`config.mk`:
```
export PLATFORM = sky130hd
export DESIGN_NAME = sweep_pwm
export DESIGN_NICKNAME = d
export VERILOG_FILES = /design/src/rtl/sweep_pwm_pkg.sv /design/src/rtl/sweep_tick_gen.sv /design/src/rtl/sweep_period_timer.sv /design/src/rtl/sweep_ramp_ctrl.sv /design/src/rtl/sweep_pwm.sv
export SDC_FILE = /design/constraint.sdc
export NUM_CORES = 1
export LEC_CHECK = 0
export BUFFER_PORTS_ARGS = -buffer_cell sky130_fd_sc_hd__buf_2
export CAP_MARGIN = 20
export CORE_MARGIN = 2
export CORE_UTILIZATION = 41
export DETAILED_ROUTE_END_ITERATION = 12
export PLACE_DENSITY = 0.71
export SLEW_MARGIN = 20
export SYNTH_ARGS = -nofsm -noshare
export SYNTH_HDL_FRONTEND = slang
export SYNTH_SLANG_ARGS = --single-unit
```
`constraint.sdc`:
```
create_clock -name clk -period 9.8 [get_ports clk]
set_input_delay 1.96 -clock clk [delete_from_list [all_inputs] [get_ports clk]]
set_output_delay 1.96 -clock clk [all_outputs]
set_load 0.005 [all_outputs]
```
`src/rtl/sweep_pwm_pkg.sv`:
```
// Shared constants and helpers for the sweeping-period square-wave generator.
// Assumes the fixed divide-by-four stage ahead of the prescaler.
package sweep_pwm_pkg;

    // Fixed divide applied ahead of the selectable prescaler.
    localparam int unsigned BASE_DIV = 4;
    // Largest prescaler value; used to size the tick divider.
    localparam int unsigned PRE_MAX  = 16;

    typedef enum logic [1:0] {
        PRE_BY1   = 2'd0,
        PRE_BY4   = 2'd1,
        PRE_BY16  = 2'd2,
        PRE_BY16B = 2'd3
    } pre_sel_e;

    // Maps a prescaler select code to its divisor.
    function automatic int unsigned pre_factor(input logic [1:0] sel);
        case (pre_sel_e'(sel))
            PRE_BY1: pre_factor = 1;
            PRE_BY4: pre_factor = 4;
            default: pre_factor = 16;
        endcase
    endfunction

endpackage

```
`src/rtl/sweep_tick_gen.sv`:
```
// Tick generator: emits a one-cycle tick every BASE_DIV * prescale clocks
// while the sweep runs. The divider is cleared by restart so that the
// first tick of a sweep arrives a full tick interval after start.
module sweep_tick_gen
    import sweep_pwm_pkg::*;
#(
    parameter int unsigned DIV_W = 6
) (
    input  logic       clk,
    input  logic       rst_n,
    input  logic       restart_i,
    input  logic       run_i,
    input  logic [1:0] pre_sel_i,
    output logic       tick_o
);

    logic [DIV_W-1:0] div_q;
    logic [DIV_W-1:0] term;

    // Last divider value of one tick interval.
    always_comb begin
        term = DIV_W'(BASE_DIV * pre_factor(pre_sel_i) - 1);
    end

    // Divider count, cleared on restart and wrapped at the last value.
    always_ff @(posedge clk) begin
        if (!rst_n) begin
            div_q <= '0;
        end else if (restart_i) begin
            div_q <= '0;
        end else if (run_i) begin
            if (div_q == term) div_q <= '0;
            else               div_q <= div_q + 1'b1;
        end
    end

    assign tick_o = run_i && (div_q == term);

    // ticks are never adjacent, since the smallest interval is four clocks.
    assert_tick_spacing_R3: assert property (@(posedge clk) disable iff (!rst_n)
        (tick_o && !restart_i) |=> !tick_o);

endmodule

```
`src/rtl/sweep_period_timer.sv`:
```
// Period timer: counts ticks from 0 to the current period count and wraps.
// The output level is high while the count is below the compare value.
// Assumes the period and compare inputs change only at a wrap or a restart.
module sweep_period_timer #(
    parameter int unsigned CNT_W = 8
) (
    input  logic             clk,
    input  logic             rst_n,
    input  logic             restart_i,
    input  logic             tick_i,
    input  logic [CNT_W-1:0] period_n_i,
    input  logic [CNT_W-1:0] cmp_i,
    output logic             wrap_o,
    output logic             level_o
);

    logic [CNT_W-1:0] cnt_q;

    assign wrap_o  = tick_i && (cnt_q == period_n_i);
    assign level_o = (cnt_q < cmp_i);

    // Tick counter over one output period.
    always_ff @(posedge clk) begin
        if (!rst_n) begin
            cnt_q <= '0;
        end else if (restart_i) begin
            cnt_q <= '0;
        end else if (wrap_o) begin
            cnt_q <= '0;
        end else if (tick_i) begin
            cnt_q <= cnt_q + 1'b1;
        end
    end

    // the count never lies above the period it is timing.
    assert_cnt_within_period_R6: assert property (@(posedge clk) disable iff (!rst_n)
        cnt_q <= period_n_i);

endmodule

```
`src/rtl/sweep_ramp_ctrl.sv`:
```
// Ramp controller: holds the fixed-point period accumulator, captures the
// sweep settings on start, applies the signed step at each period wrap with
// saturation, derives the compare value, and decides when the sweep is done.
// Assumes wrap_i pulses exactly once per output period.
module sweep_ramp_ctrl #(
    parameter int unsigned ACC_W = 16,
    parameter int unsigned INT_W = 8
) (
    input  logic                    clk,
    input  logic                    rst_n,
    input  logic                    start_i,
    input  logic [INT_W-1:0]        start_per_i,
    input  logic [INT_W-1:0]        end_per_i,
    input  logic signed [ACC_W-1:0] rate_i,
    input  logic [1:0]              pre_sel_i,
    input  logic                    wrap_i,
    output logic [INT_W-1:0]        period_n_o,
    output logic [INT_W-1:0]        cmp_o,
    output logic [1:0]              pre_sel_o,
    output logic                    running_o,
    output logic                    done_o
);

    localparam int unsigned FRAC_W = ACC_W - INT_W;
    localparam int unsigned SUM_W  = ACC_W + 2;

    logic [ACC_W-1:0]        acc_q;
    logic signed [ACC_W-1:0] rate_q;
    logic [INT_W-1:0]        end_q;
    logic [INT_W-1:0]        cmp_q;
    logic [1:0]              pre_q;
    logic                    running_q;
    logic                    done_q;

    logic signed [SUM_W-1:0] sum;
    logic [ACC_W-1:0]        acc_next;
    logic [INT_W-1:0]        n_next;
    logic                    rate_pos;
    logic                    rate_neg;
    logic                    reached;

    // Stepped accumulator, saturated to the unsigned range.
    always_comb begin
        sum = $signed({2'b00, acc_q}) + $signed({{2{rate_q[ACC_W-1]}}, rate_q});
        if (sum[SUM_W-1])      acc_next = '0;
        else if (sum[SUM_W-2]) acc_next = '1;
        else                   acc_next = sum[ACC_W-1:0];
    end

    // Integer part of the stepped value and the end-of-sweep decision.
    always_comb begin
        n_next   = INT_W'(acc_next >> FRAC_W);
        rate_neg = rate_q[ACC_W-1];
        rate_pos = !rate_neg && (rate_q != '0);
        reached  = (rate_pos && (n_next >= end_q)) ||
                   (rate_neg && (n_next <= end_q));
    end

    // Settings capture on start, then one step per wrap until done.
    always_ff @(posedge clk) begin
        if (!rst_n) begin
            acc_q     <= '0;
            rate_q    <= '0;
            end_q     <= '0;
            cmp_q     <= '0;
            pre_q     <= '0;
            running_q <= 1'b0;
            done_q    <= 1'b0;
        end else if (start_i) begin
            acc_q     <= {start_per_i, {FRAC_W{1'b0}}};
            rate_q    <= rate_i;
            end_q     <= end_per_i;
            cmp_q     <= start_per_i >> 1;
            pre_q     <= pre_sel_i;
            running_q <= 1'b1;
            done_q    <= 1'b0;
        end else if (wrap_i && !done_q) begin
            acc_q     <= acc_next;
            cmp_q     <= n_next >> 1;
            done_q    <= reached;
        end
    end

    assign period_n_o = INT_W'(acc_q >> FRAC_W);
    assign cmp_o      = cmp_q;
    assign pre_sel_o  = pre_q;
    assign running_o  = running_q;
    assign done_o     = done_q;

    // the accumulator moves only at a start or at a period wrap.
    assert_acc_hold_between_wraps_R5: assert property (@(posedge clk) disable iff (!rst_n)
        (!start_i && !wrap_i) |=> $stable(acc_q));

    // once done, the flag stays high until a new start.
    assert_done_sticky_R7: assert property (@(posedge clk) disable iff (!rst_n)
        (done_q && !start_i) |=> done_q);

    // a finished sweep keeps its period.
    assert_frozen_after_done_R7: assert property (@(posedge clk) disable iff (!rst_n)
        (done_q && !start_i) |=> $stable(acc_q));

    // a zero step never moves the period or raises done.
    assert_zero_rate_holds_R8: assert property (@(posedge clk) disable iff (!rst_n)
        (running_q && rate_q == '0 && !start_i) |=> ($stable(acc_q) && !$rose(done_q)));

    // the registered compare value always tracks half of the live period.
    assert_cmp_half_period_R4: assert property (@(posedge clk) disable iff (!rst_n)
        running_q |-> (cmp_q == (period_n_o >> 1)));

endmodule

```
`src/rtl/sweep_pwm.sv`:
```
// Top of the sweeping-period square-wave generator. It ties the ramp
// controller, the tick generator and the period timer together. The output
// is gated low until the first start.
module sweep_pwm
    import sweep_pwm_pkg::*;
#(
    parameter int unsigned ACC_W = 16,
    parameter int unsigned INT_W = 8
) (
    input  logic                    clk,
    input  logic                    rst_n,
    input  logic                    start_i,
    input  logic [INT_W-1:0]        start_per_i,
    input  logic [INT_W-1:0]        end_per_i,
    input  logic signed [ACC_W-1:0] rate_i,
    input  logic [1:0]              pre_sel_i,
    output logic                    pwm_o,
    output logic                    done_o
);

    localparam int unsigned DIV_W = $clog2(BASE_DIV * PRE_MAX);

    logic [INT_W-1:0] period_n;
    logic [INT_W-1:0] cmp;
    logic [1:0]       pre_q;
    logic             running;
    logic             tick;
    logic             wrap;
    logic             level;

    sweep_ramp_ctrl #(.ACC_W(ACC_W), .INT_W(INT_W)) ctrl_i (
        .clk        (clk),
        .rst_n      (rst_n),
        .start_i    (start_i),
        .start_per_i(start_per_i),
        .end_per_i  (end_per_i),
        .rate_i     (rate_i),
        .pre_sel_i  (pre_sel_i),
        .wrap_i     (wrap),
        .period_n_o (period_n),
        .cmp_o      (cmp),
        .pre_sel_o  (pre_q),
        .running_o  (running),
        .done_o     (done_o)
    );

    sweep_tick_gen #(.DIV_W(DIV_W)) tick_i (
        .clk       (clk),
        .rst_n     (rst_n),
        .restart_i (start_i),
        .run_i     (running),
        .pre_sel_i (pre_q),
        .tick_o    (tick)
    );

    sweep_period_timer #(.CNT_W(INT_W)) timer_i (
        .clk        (clk),
        .rst_n      (rst_n),
        .restart_i  (start_i),
        .tick_i     (tick),
        .period_n_i (period_n),
        .cmp_i      (cmp),
        .wrap_o     (wrap),
        .level_o    (level)
    );

    assign pwm_o = running && level;

    // nothing is driven before the first start.
    assert_idle_quiet_R1: assert property (@(posedge clk) disable iff (!rst_n)
        !running |-> (!pwm_o && !done_o));

endmodule

```
Yosys cells after proc, flatten, opt, wreduce, memory -nomap -nowiden
Cells that the tools add are included.
Word-level totals
  logic and storage cells: 44
  register bits: 65
Operators by class
  mux-type cells: 8
  equal/unequal tests: 3
  magnitude comparators: 3
  add/subtract/negate cells: 4
  bitwise gates (word level): 1
  reductions and logical operators: 15
Operator list (number)
  16-bit 2-to-1 mux: 4
  17-bit by 16-bit adder with 18-bit output: 1
  16-bit nonzero test: 1
  7-bit 2-to-1 mux: 2
  8-bit by 1-bit adder with 8-bit output (second input constant): 1
  8-bit equality test: 1
  8-bit greater-or-equal comparator: 1
  8-bit <= comparator: 1
  8-bit by 7-bit less-than comparator with 1-bit output: 1
  1-bit logical AND: 7
  6-bit by 1-bit adder with 6-bit output (second input constant): 1
  6-bit equality test: 1
  6-bit 2-to-1 mux: 1
  3-bit case mux with 2 select lines: 1
  6-bit by 1-bit subtractor with 6-bit output (second input constant): 1
  3-bit OR reduction: 1
  2-bit by 1-bit equality test with 1-bit output (second input constant): 1
  1-bit zero test: 2
  2-bit zero test: 1
  2-bit nonzero test: 1
  2-bit OR reduction: 1
  1-bit logical OR: 1
  1-bit NOT: 1

Longest topological paths before layout
Gate-level depths: netlist of run 1.
  depth in word-level cells: 9
  depth in mapped cells: 19

Cells and area by module
A second synthesis of run 1 with hierarchy kept.
Second synthesis, totals
  cells, all modules: 496
  area, all modules: 4276.6 um^2
By module, submodules not included
  sweep_ramp_ctrl: cells an instance 388, sequential area each 1021.0 um^2, times used 1, area each 3288.2 um^2
  sweep_period_timer: cells an instance 74, sequential area each 160.2 um^2, times used 1, area each 645.6 um^2
  sweep_tick_gen: cells an instance 33, sequential area each 120.1 um^2, times used 1, area each 336.6 um^2
  sweep_pwm: cells an instance 1, sequential area each 0.0 um^2, times used 1, area each 6.3 um^2

Least setup slack after synthesis of run 1
OpenSTA, ideal clock, no wires.
  kind: reg2reg
  from: register ctrl_i.rate_q[1]
  to: register ctrl_i.done_q, in the netlist ctrl_i.done_o
  cell stages (with the launch flop): 16
  data required time: 9.726 ns
  arrival: 3.579 ns
  slack: 6.147 ns
  setup time: 0.074 ns
  buffers on the path: 0
  path through: dfxtp_1 ha_1 a211oi_1 o21ai_1 a41oi_1 o21ai_1 a311oi_1 a21oi_1 xnor2_1 a21oi_1 ha_1 a21o_1 a21o_1 a21oi_1 or4b_1 a31oi_1
Between the ends
  word-level cells in the longest chain between the ends: 6
Ends and longest elaborated chain
  start, declared: RTL line sweep_ramp_ctrl.sv:28  | logic signed [ACC_W-1:0] rate_q;
  start signal, assigned: RTL line sweep_ramp_ctrl.sv:71  | rate_q <= rate_i;
  17-bit by 16-bit adder with 18-bit output: RTL line sweep_ramp_ctrl.sv:44  | sum = $signed({2'b00, acc_q}) + $signed({{2{rate_q[ACC_W-1]}}, rate_q});
  16-bit 2-to-1 mux: RTL line sweep_ramp_ctrl.sv:46  | else if (sum[SUM_W-2]) acc_next = '1;
  16-bit 2-to-1 mux: RTL line sweep_ramp_ctrl.sv:45  | if (sum[SUM_W-1]) acc_next = '0;
  8-bit greater-or-equal comparator / 8-bit <= comparator (equally long branches): RTL line sweep_ramp_ctrl.sv:55, sweep_ramp_ctrl.sv:56
  1-bit logical AND (on tied branches): RTL line sweep_ramp_ctrl.sv:55, sweep_ramp_ctrl.sv:56
  1-bit logical OR *: RTL line sweep_ramp_ctrl.sv:55  | reached = (rate_pos && (n_next >= end_q)) ||
  end signal, assigned: RTL line sweep_ramp_ctrl.sv:80  | done_q <= reached;
  end, declared: RTL line sweep_ramp_ctrl.sv:33  | logic done_q;
Every way passes the cells marked *; elsewhere a longest branch is shown, timed or not.
A chain may end at the register's enable or synchronous reset.

Final worst setup path of run 1
Same ends and word-level chain as after synthesis.

==> summary.md, run 1 <==
| Metric | Value |
|---|---|
| Sequential power share | `45.1%` |
| Reg2Reg Depth | `15` |
| Crit path max-delay cell type | `a311oi_1` |
| Max Used Layer | `met4` |
| Critical path class | `reg -> reg` |
| Internal power | `442 uW` |
| I/O pin cnt | `39` |
| Async set-reset flop share out of synthesis | `0%` |
| Port bufs | `38` |
| Number of max-cap violations | `0` |
| Hold Path Depth | `2` |
| Drt first-iter violations | `~140` |
| Hold_buf cts | `0` |
| Worst Hold Class | `reg -> reg` |
| Post-route setup TNS | `0 ps` |
| Global Route Usage Sum | `18.0%` |
| Gpl congestion | `0.906` |
| Layout Skew | `between 9 and 10 ps` |
| Post-synthesis sequential area ratio | `32.2%` |
| Critical R2R Launch | `ctrl_i.rate_q[1]$_SDFFE_PN0P_` |
| Final slew viol count | `0` |
| CTS Root Buffer Type | `clkbuf_8` |
| Final setup violating endpoints | `0` |
| WL met1 | `4230 um` |
| Outcome | `finished clean` |
| Post-route ant nets | `0` |
| Sink of the worst hold path | `ctrl_i.cmp_o[0]$_SDFFE_PN0P_` |
| # diodes | `0` |
| Post-synth EDFFs | `0` |
| Clock Latency Late Sink | `350 ps` |
| Maximum VDD drop | `around 0.077 mV` |
| H-tree depth | `3` |
| Max Freq | `roughly 240 MHz` |
| DRC Markers | `0` |
| Post-Syn Area | `roughly 4000 um^2` |
| Initial DRT Pass Iterations | `4` |
| Placed cell count | `roughly 620` |
| CP Launch Type | `flop` |
| Cts bufs inserted | `9` |
| # resized after CTS | `0` |
| Share of cells above drive strength 1 | `12.9%` |
| Clk buf depth | `2` |
| Post-CTS setup buffer count | `0` |
| First-pass GRT wire length | `14900 um` |
| Largest stage delay, worst path | `540 ps` |
| Fin. Hold Viols | `0` |
| Non-Filler Instances | `638` |
| Synth Register Bits | `between 60 and 70` |
| Synthesized instance count | `469` |
| Die area | `~11000 um^2` |
| Die width | `a little over 100 um` |
| Hold path start | `ctrl_i.cmp_o[0]$_SDFFE_PN0P_` |
| Remaining global-route overflow | `0` |
| Ys flop type | `dfxtp_1` |
| Slew @ Worst Pin | `974 ps` |
| Clock power share | `37.5%` |
| Core Area | `approximately 9700 um^2` |
| Min Tclk post-route | `~4200 ps` |
| TritonCTS clock tree | `done` |
| Largest net degree at the start of global routing | `44` |
| Wire length on met2 | `4360 um` |
| Net Sw Power | `192 uW` |
| Period utilization | `42.6%` |
| Sink Count | `65` |
| RSZ-0062 raised after global routing | `false` |
| Critical Path, Cell by Cell | `ha_1, a211oi_1, o21ai_1, a41oi_1, o21ai_1, a311oi_1, a21oi_1, xnor2_1, a21oi_1, ha_1, a21o_1, a21o_1, a21oi_1, or4b_1, a31oi_1` |
| Via/cell ratio | `5.34` |
| Lkg Pwr | `0.00196 uW` |
| DR WL met3 | `417 um` |
| Initial antenna violation count | `0` |
| R2r setup slk | `about 5600 ps` |
| Worst path most repeated cell | `a21oi_1` |
| Crit path max fanout | `4` |
| Final #Nets | `571` |
| P per Cell Area | `140 nW/um^2` |
| Worst EP arrival | `4450 ps` |
| Yosys cell types | `48` |
| Vias in the first global route | `3112` |
| Yosys warns | `0` |
| Std-Cell Rows | `36` |
| Max transition margin | `34.6%` |
| Via Count | `3406` |
| Crit path required time | `10080 ps` |
| Switching share of power | `30.2%` |
| Combinational power share | `17.4%` |
| Chip height | `103 um` |
| Reg2reg end | `ctrl_i.done_o$_SDFFE_PP0P_` |
| Final WL | `9130 um` |
| Area grow syn2layout | `11.9%` |
| Syn avg cell area | `between 8 and 9 um^2` |
| Per-cell routed wire length | `14.3 um` |
| Critical Path Sink Type | `flop` |
| Syn Nets | `540` |
| Clock transition at path regs | `80 ps` |
| Initial Util | `41.7%` |
| Dpl hpwl | `6980 um` |
[metrics by stage]
stage	power [uW]	cell area (um^2)	hold WS (ps)	util, %	setup WS (ps)
3_3_place_gp	398	4320	445	44.6	5830
2_1_floorplan	371	4040	436	-	6150
5_1_grt	667	4520	489	46.7	5280
4_1_cts	640	4520	461	46.7	5620
6_report	634	4520	459	46.7	5620
3_5_place_dp	402	4320	450	44.6	5650
[worst max-delay path: cells and delay by family (launching register included)]
family,cells,cell delay [ps]
xor gates and xnor gates,1,220
DFF,1,420
adders and majority gates,2,600
and+or+nand+nor,1,450
AOI/OAI and AO/OA,11,2410
[per-layer routing]
layer  up-vias  GRT usage (%)
li1       1730              -
met1      1567           23.7
met2        94           29.4
met3        15           4.84
met4         0           4.76
met5         -              0
[how the worst max path moves through the flow]
| stage | start | end | slack [ps] | cells after the start |
|---|---|---|---|---|
| after global routing | ctrl_i.rate_q[1]$_SDFFE_PN0P_ | ctrl_i.done_o$_SDFFE_PP0P_ | 5280 | 15 |
| after floorplan | ctrl_i.rate_q[1]$_SDFFE_PN0P_ | ctrl_i.done_o$_SDFFE_PP0P_ | 6150 | 15 |
| final | ctrl_i.rate_q[1]$_SDFFE_PN0P_ | ctrl_i.done_o$_SDFFE_PP0P_ | 5620 | 15 |
| after global placement | ctrl_i.rate_q[1]$_SDFFE_PN0P_ | ctrl_i.done_o$_SDFFE_PP0P_ | 5830 | 15 |
| after CTS | ctrl_i.rate_q[1]$_SDFFE_PN0P_ | ctrl_i.done_o$_SDFFE_PP0P_ | 5620 | 15 |
| after detailed placement | ctrl_i.rate_q[1]$_SDFFE_PN0P_ | ctrl_i.done_o$_SDFFE_PP0P_ | 5650 | 15 |
[cells by family (layout without fill, tap and decap cells)]
group / count (synthesis) / count (layout) / synth area share, %
compound gates: 119 / 119 / 19.2
xor+xnor: 39 / 39 / 8.65
fa+ha+maj: 34 / 34 / 10.7
buf+inv: 42 / 78 / 4.25
flops: 65 / 65 / 32.2
mux: 28 / 28 / 6.94
simple gates: 142 / 142 / 18.0
[cell usage after synthesis, types with 10 or more instances]
master | number | share of area [%]
clkbuf_1 | 11 | 1.0
a21oi_1 | 43 | 5.3
dfxtp_1 | 65 | 32
inv_1 | 23 | 2.1
nor2b_1 | 30 | 4.6
xor2_1 | 18 | 3.9
xnor2_1 | 20 | 4.3
nor2_1 | 39 | 3.6
ha_1 | 33 | 10
nand3_1 | 12 | 1.5
o21ai_1 | 10 | 1.2
mux2i_1 | 28 | 6.9
nand2_1 | 26 | 2.4
o21ai_0 | 16 | 2.0
[power by group through the flow]
stage | clock network (uW) | registers (uW) | logic (uW)
after detailed placement | 0 | 292 | 109
final | 238 | 286 | 110
after global routing | 256 | 288 | 123
after floorplan | 0 | 287 | 83.8
after global placement | 0 | 292 | 106
after CTS | 244 | 286 | 110
[flip-flops by register name, indices dropped and copies added (netlist names)]
signal / count
ctrl_i.rate_q: 16
ctrl_i.running_o: 1
ctrl_i.cmp_o: 7
ctrl_i.end_q: 8
ctrl_i.acc_q: 16
ctrl_i.done_o: 1
timer_i.cnt_q: 8
tick_i.div_q: 6
ctrl_i.pre_sel_o: 2
[area by class of cell]
cell class / instances / area [um^2]
tap: 133 / 166
inverter: 23 / 86.3
clock inverter: 7 / 78.8
fill: 914 / 5160
sequential: 65 / 1300
timing repair buffer: 39 / 198
multi-input combinational: 362 / 2560
clock buffer: 9 / 124
[layout by cell type, fill, tap and decap left out, types with 6 or more instances in the layout]
master	n
nor2_1	39
nand2_1	26
ha_1	33
dfxtp_1	65
a211oi_1	8
xor2_1	18
nor2b_1	30
o211ai_1	9
nor4_1	6
mux2i_1	28
xnor2_1	20
o21ai_0	16
inv_1	23
buf_2	38
a21o_1	9
o21ai_1	10
clkbuf_8	9
o21a_1	6
a21oi_1	43
nand3_1	12
(Power assumes the default switching activity.)
==> inputs of run 2 (changes only) <==
ABC_AREA = 1   (was unset)
clock period = 3.91 ns   (was 9.8 ns; I/O delays follow)
==> run 2 against run 1 <==
Effect of this change:
- combinational power rose to 2.6 times the previous value
- utilization rose by 0.58 points
- highest routed layer unchanged
- sequential cell count did not move
- die area rose by 0.60%
==> summary.md, run 2 <==
| Metric | Value |
|---|---|
| Fillers | `970 (+6.1%)` |
| Worst EP arrival | `3630 ps (-820 ps)` |
| Clk buf depth | `2 (unchanged)` |
| Clock transition at path regs | `80 ps (about the same)` |
| Initial antenna violation count | `0 (unchanged)` |
| Yosys warns | `0 (unchanged)` |
| RSZ-0062 raised after global routing | `false` |
| Clock Latency Late Sink | `360 ps (about the same)` |
| Crit path required time | `4200 ps (-5880 ps)` |
| Period utilization | `85.4% (+43 points)` |
| I/O pin cnt | `39 (unchanged)` |
| Cell taking the most area after synthesis | `dfxtp_1` |
| Global Route Usage Sum | `20.0% (+1.9 points)` |
| Worst path most repeated cell | `nand2_1` |
| Sink Count | `65 (unchanged)` |
| Post-synthesis sequential area ratio | `32.0% (-0.20 points)` |
| Critical path class | `reg -> reg` |
| First-pass GRT wire length | `17300 um (+16%)` |
| Placed cell count | `741 (+19%)` |
| Syn avg cell area | `7.00 um^2 (-19%)` |
| Chip height | `104 um (+0.30%)` |
| Critical Path, Cell by Cell | `ha_1, fa_1, nand2_1, nand2_1, nand3_1, nand2_2, nand2_2, nand3_2, nand2_4, inv_4, a21oi_1, ha_1, inv_1, o21bai_1, nand4_1, nand2_1, nand2_1, nand2_1, nand2_1, nand2_1, nand2_1, nand2_1, a21oi_2` |
| Initial Util | `42.0% (+0.26 points)` |
| Simple-gate share of the synthesized area | `26.9% (+8.9 points)` |
| Dpl hpwl | `7630 um (+9.3%)` |
| Via/cell ratio | `4.95 (-7.3%)` |
| Final setup violating endpoints | `0 (unchanged)` |
| Setup Slack @ Placement | `601 ps (-5050 ps)` |
| Largest cells by area after synthesis | `dfxtp_1, nand2_1, ha_1` |
| Main combinational cell family by area after synthesis | `simple AND/OR/NAND/NOR gates` |
| Synth Area in Adders | `10.7% (-0.066 points)` |
| Initial DRT Pass Iterations | `4 (unchanged)` |
| Core Area | `9680 um^2 (unchanged)` |
| Count leader, synth | `nand2_1` |
| Yosys cell types | `47 (-2.1%)` |
| XOR/XNOR share of the synthesized area | `3.23% (-5.4 points)` |
| Commonest cells after routing, fill and taps aside | `nand2_1, inv_1, nor2_1` |
| Port bufs | `38 (unchanged)` |
| Largest stage delay, worst path | `450 ps (-90 ps)` |
| Met3 usage in global routing | `3.34% (-1.5 points)` |
| Die width | `104 um (+0.30%)` |
| Die area | `10700 um^2 (+0.60%)` |
| M1 GR Usage | `26.4% (+2.7 points)` |
| CTS Root Buffer Type | `clkbuf_8` |
| Commonest non-fill, non-tap cell in the layout | `nand2_1` |
| Min Tclk post-route | `3340 ps (-837 ps)` |
| Busiest grt layer | `met2` |
| Post-synthesis compound-gate area fraction | `17.8% (-1.4 points)` |
| CP Launch Type | `flop` |
| Via Count | `3747 (+10%)` |
| Crit path max fanout | `10 (+6)` |
| Final #Nets | `690 (+21%)` |
| # diodes | `0 (unchanged)` |
| Per-cell routed wire length | `13.2 um (-8.1%)` |
| Max Freq | `299 MHz (+25%)` |
| Crit path max-delay cell type | `fa_1` |
| Post-layout util | `47.2% (+0.58 points)` |
| Cts bufs inserted | `9 (unchanged)` |
| Synthesized instance count | `580 (+24%)` |
| Synth top area share | `32.0% (-0.20 points)` |
| P per Cell Area | `347 nW/um^2 (+150%)` |
| Synth Register Bits | `65 (unchanged)` |
| Std-Cell Rows | `36 (unchanged)` |
| Non-Filler Instances | `757 (+19%)` |
| Area grow syn2layout | `12.6%` |
| Vias in the first global route | `3750 (+21%)` |
| Multiplexer share of the synthesized area | `0% (-6.9 points)` |
| Outcome | `finished clean` |
| H-tree depth | `3 (unchanged)` |
| Syn Nets | `651 (+21%)` |
| Top flop regs | `ctrl_i.acc_q: 16 flops, ctrl_i.rate_q: 16 flops` |
| Routing usage on met2 | `31.2% (+1.8 points)` |
| Post-synth EDFFs | `0 (unchanged)` |
| Worst Hold Class | `reg -> reg` |
| DRC Markers | `0 (unchanged)` |
| Largest net degree at the start of global routing | `41 (-6.8%)` |
| Share of cells above drive strength 1 | `15.2% (+2.4 points)` |
| Post-route ant nets | `0 (unchanged)` |
| Gpl congestion | `0.898 (-0.86%)` |
| Post-CTS setup buffer count | `0 (unchanged)` |
| TritonCTS clock tree | `done` |
| Hold_buf cts | `0 (unchanged)` |
| Setup ws final | `569 ps (-5050 ps)` |
| Post-route setup TNS | `0 ps (unchanged)` |
| Async set-reset flop share out of synthesis | `0% (unchanged)` |
| Final slew viol count | `0 (unchanged)` |
| Most frequent cells after synthesis | `nand2_1, inv_1, nor2_1, dfxtp_1, a21oi_1` |
| Maximum VDD drop | `0.163 mV (+110%)` |
| Final WL | `9960 um (+9.1%)` |
| Layout Skew | `14.0 ps (+4.76 ps)` |
| Post-Syn Area | `4060 um^2 (+0.62%)` |
| # resized after CTS | `0 (unchanged)` |
| Remaining global-route overflow | `0 (unchanged)` |
| Drt first-iter violations | `200 (+40%)` |
| Lkg Pwr | `0.00222 uW (+13%)` |
| Ys flop type | `dfxtp_1` |
| Slew @ Worst Pin | `567 ps (-407 ps)` |
| Fin. Hold Viols | `0 (unchanged)` |
| Critical Path Sink Type | `flop` |
| Max transition margin | `62.2% (+28 points)` |
| Number of max-cap violations | `0 (unchanged)` |
==> run 2: cell types whose count changed in the layout (fill, tap and decap cells not counted), moves of 7 or more <==
cell,change
o21ai_0,+20
mux2i_1,-28
nand2_1,+94
xnor2_1,-16
nor2b_1,-30
nor2_1,+33
inv_1,+52
xor2_1,-7
a21o_1,-9
nand2_2,+11
a211oi_1,-7
==> run 2: cell type report <==
cell class | count | area, um^2 | share of cell area [%]
Clock buffer | 9 | 124 | 2.71
Clock inverter | 7 | 77.6 | 1.70
Inverter | 84 | 318 | 6.95
Multi-Input combinational cell | 419 | 2380 | 52.1
Sequential cell | 65 | 1300 | 28.4
Tap cell | 133 | 166 | 3.64
Timing Repair Buffer | 40 | 205 | 4.48
==> run 2: power breakdown <==
group | internal, uW | switching, uW
sequential | 690 | 23.4
combinational | 110 | 176
clock | 299 | 287
total | 1100 | 486
==> run 2: cells by family (layout without fill, tap and decap cells) <==
family,after synthesis,in the layout
fa+ha+maj,34,34
simple gates,244,244
buf+inv,96,140
xor+xnor,15,15
compound gates,126,126
flops,65,65
==> run 2: per-layer routing <==
| layer | up-vias | share of wire, % |
|---|---|---|
| li1 | 1961 | - |
| met1 | 1680 | 50 |
| met2 | 83 | 43 |
| met3 | 23 | 3.9 |
| met4 | 0 | 3.5 |
| met5 | - | 0 |
==> run 2: critical path, delay by kind of cell (launching register included) <==
kind	cells	cell delay, ps
DFF	1	330
adders and majority gates	3	1030
buffers and inverters	2	130
and+or+nand+nor	15	1290
AOI/OAI and AO/OA	3	500
==> run 2: through the flow <==
stage	total power (uW)	cell area (um^2)	hold slack [ps]
finish	1590	4580	465
global route	1680	4580	500
CTS	1600	4580	471
detailed placement	1010	4370	459
global placement	1000	4370	455
floorplan	932	4060	440
==> run 2: final timing paths <==
kind,slack [ps],cells past startpoint,start,end
min,460,2,ctrl_i.end_q[4]$_SDFFE_PN0P_,ctrl_i.end_q[4]$_SDFFE_PN0P_
min reg2reg,460,2,ctrl_i.end_q[4]$_SDFFE_PN0P_,ctrl_i.end_q[4]$_SDFFE_PN0P_
max,570,23,ctrl_i.rate_q[0]$_SDFFE_PN0P_,ctrl_i.done_o$_SDFFE_PP0P_
max reg2reg,570,23,ctrl_i.rate_q[0]$_SDFFE_PN0P_,ctrl_i.done_o$_SDFFE_PP0P_
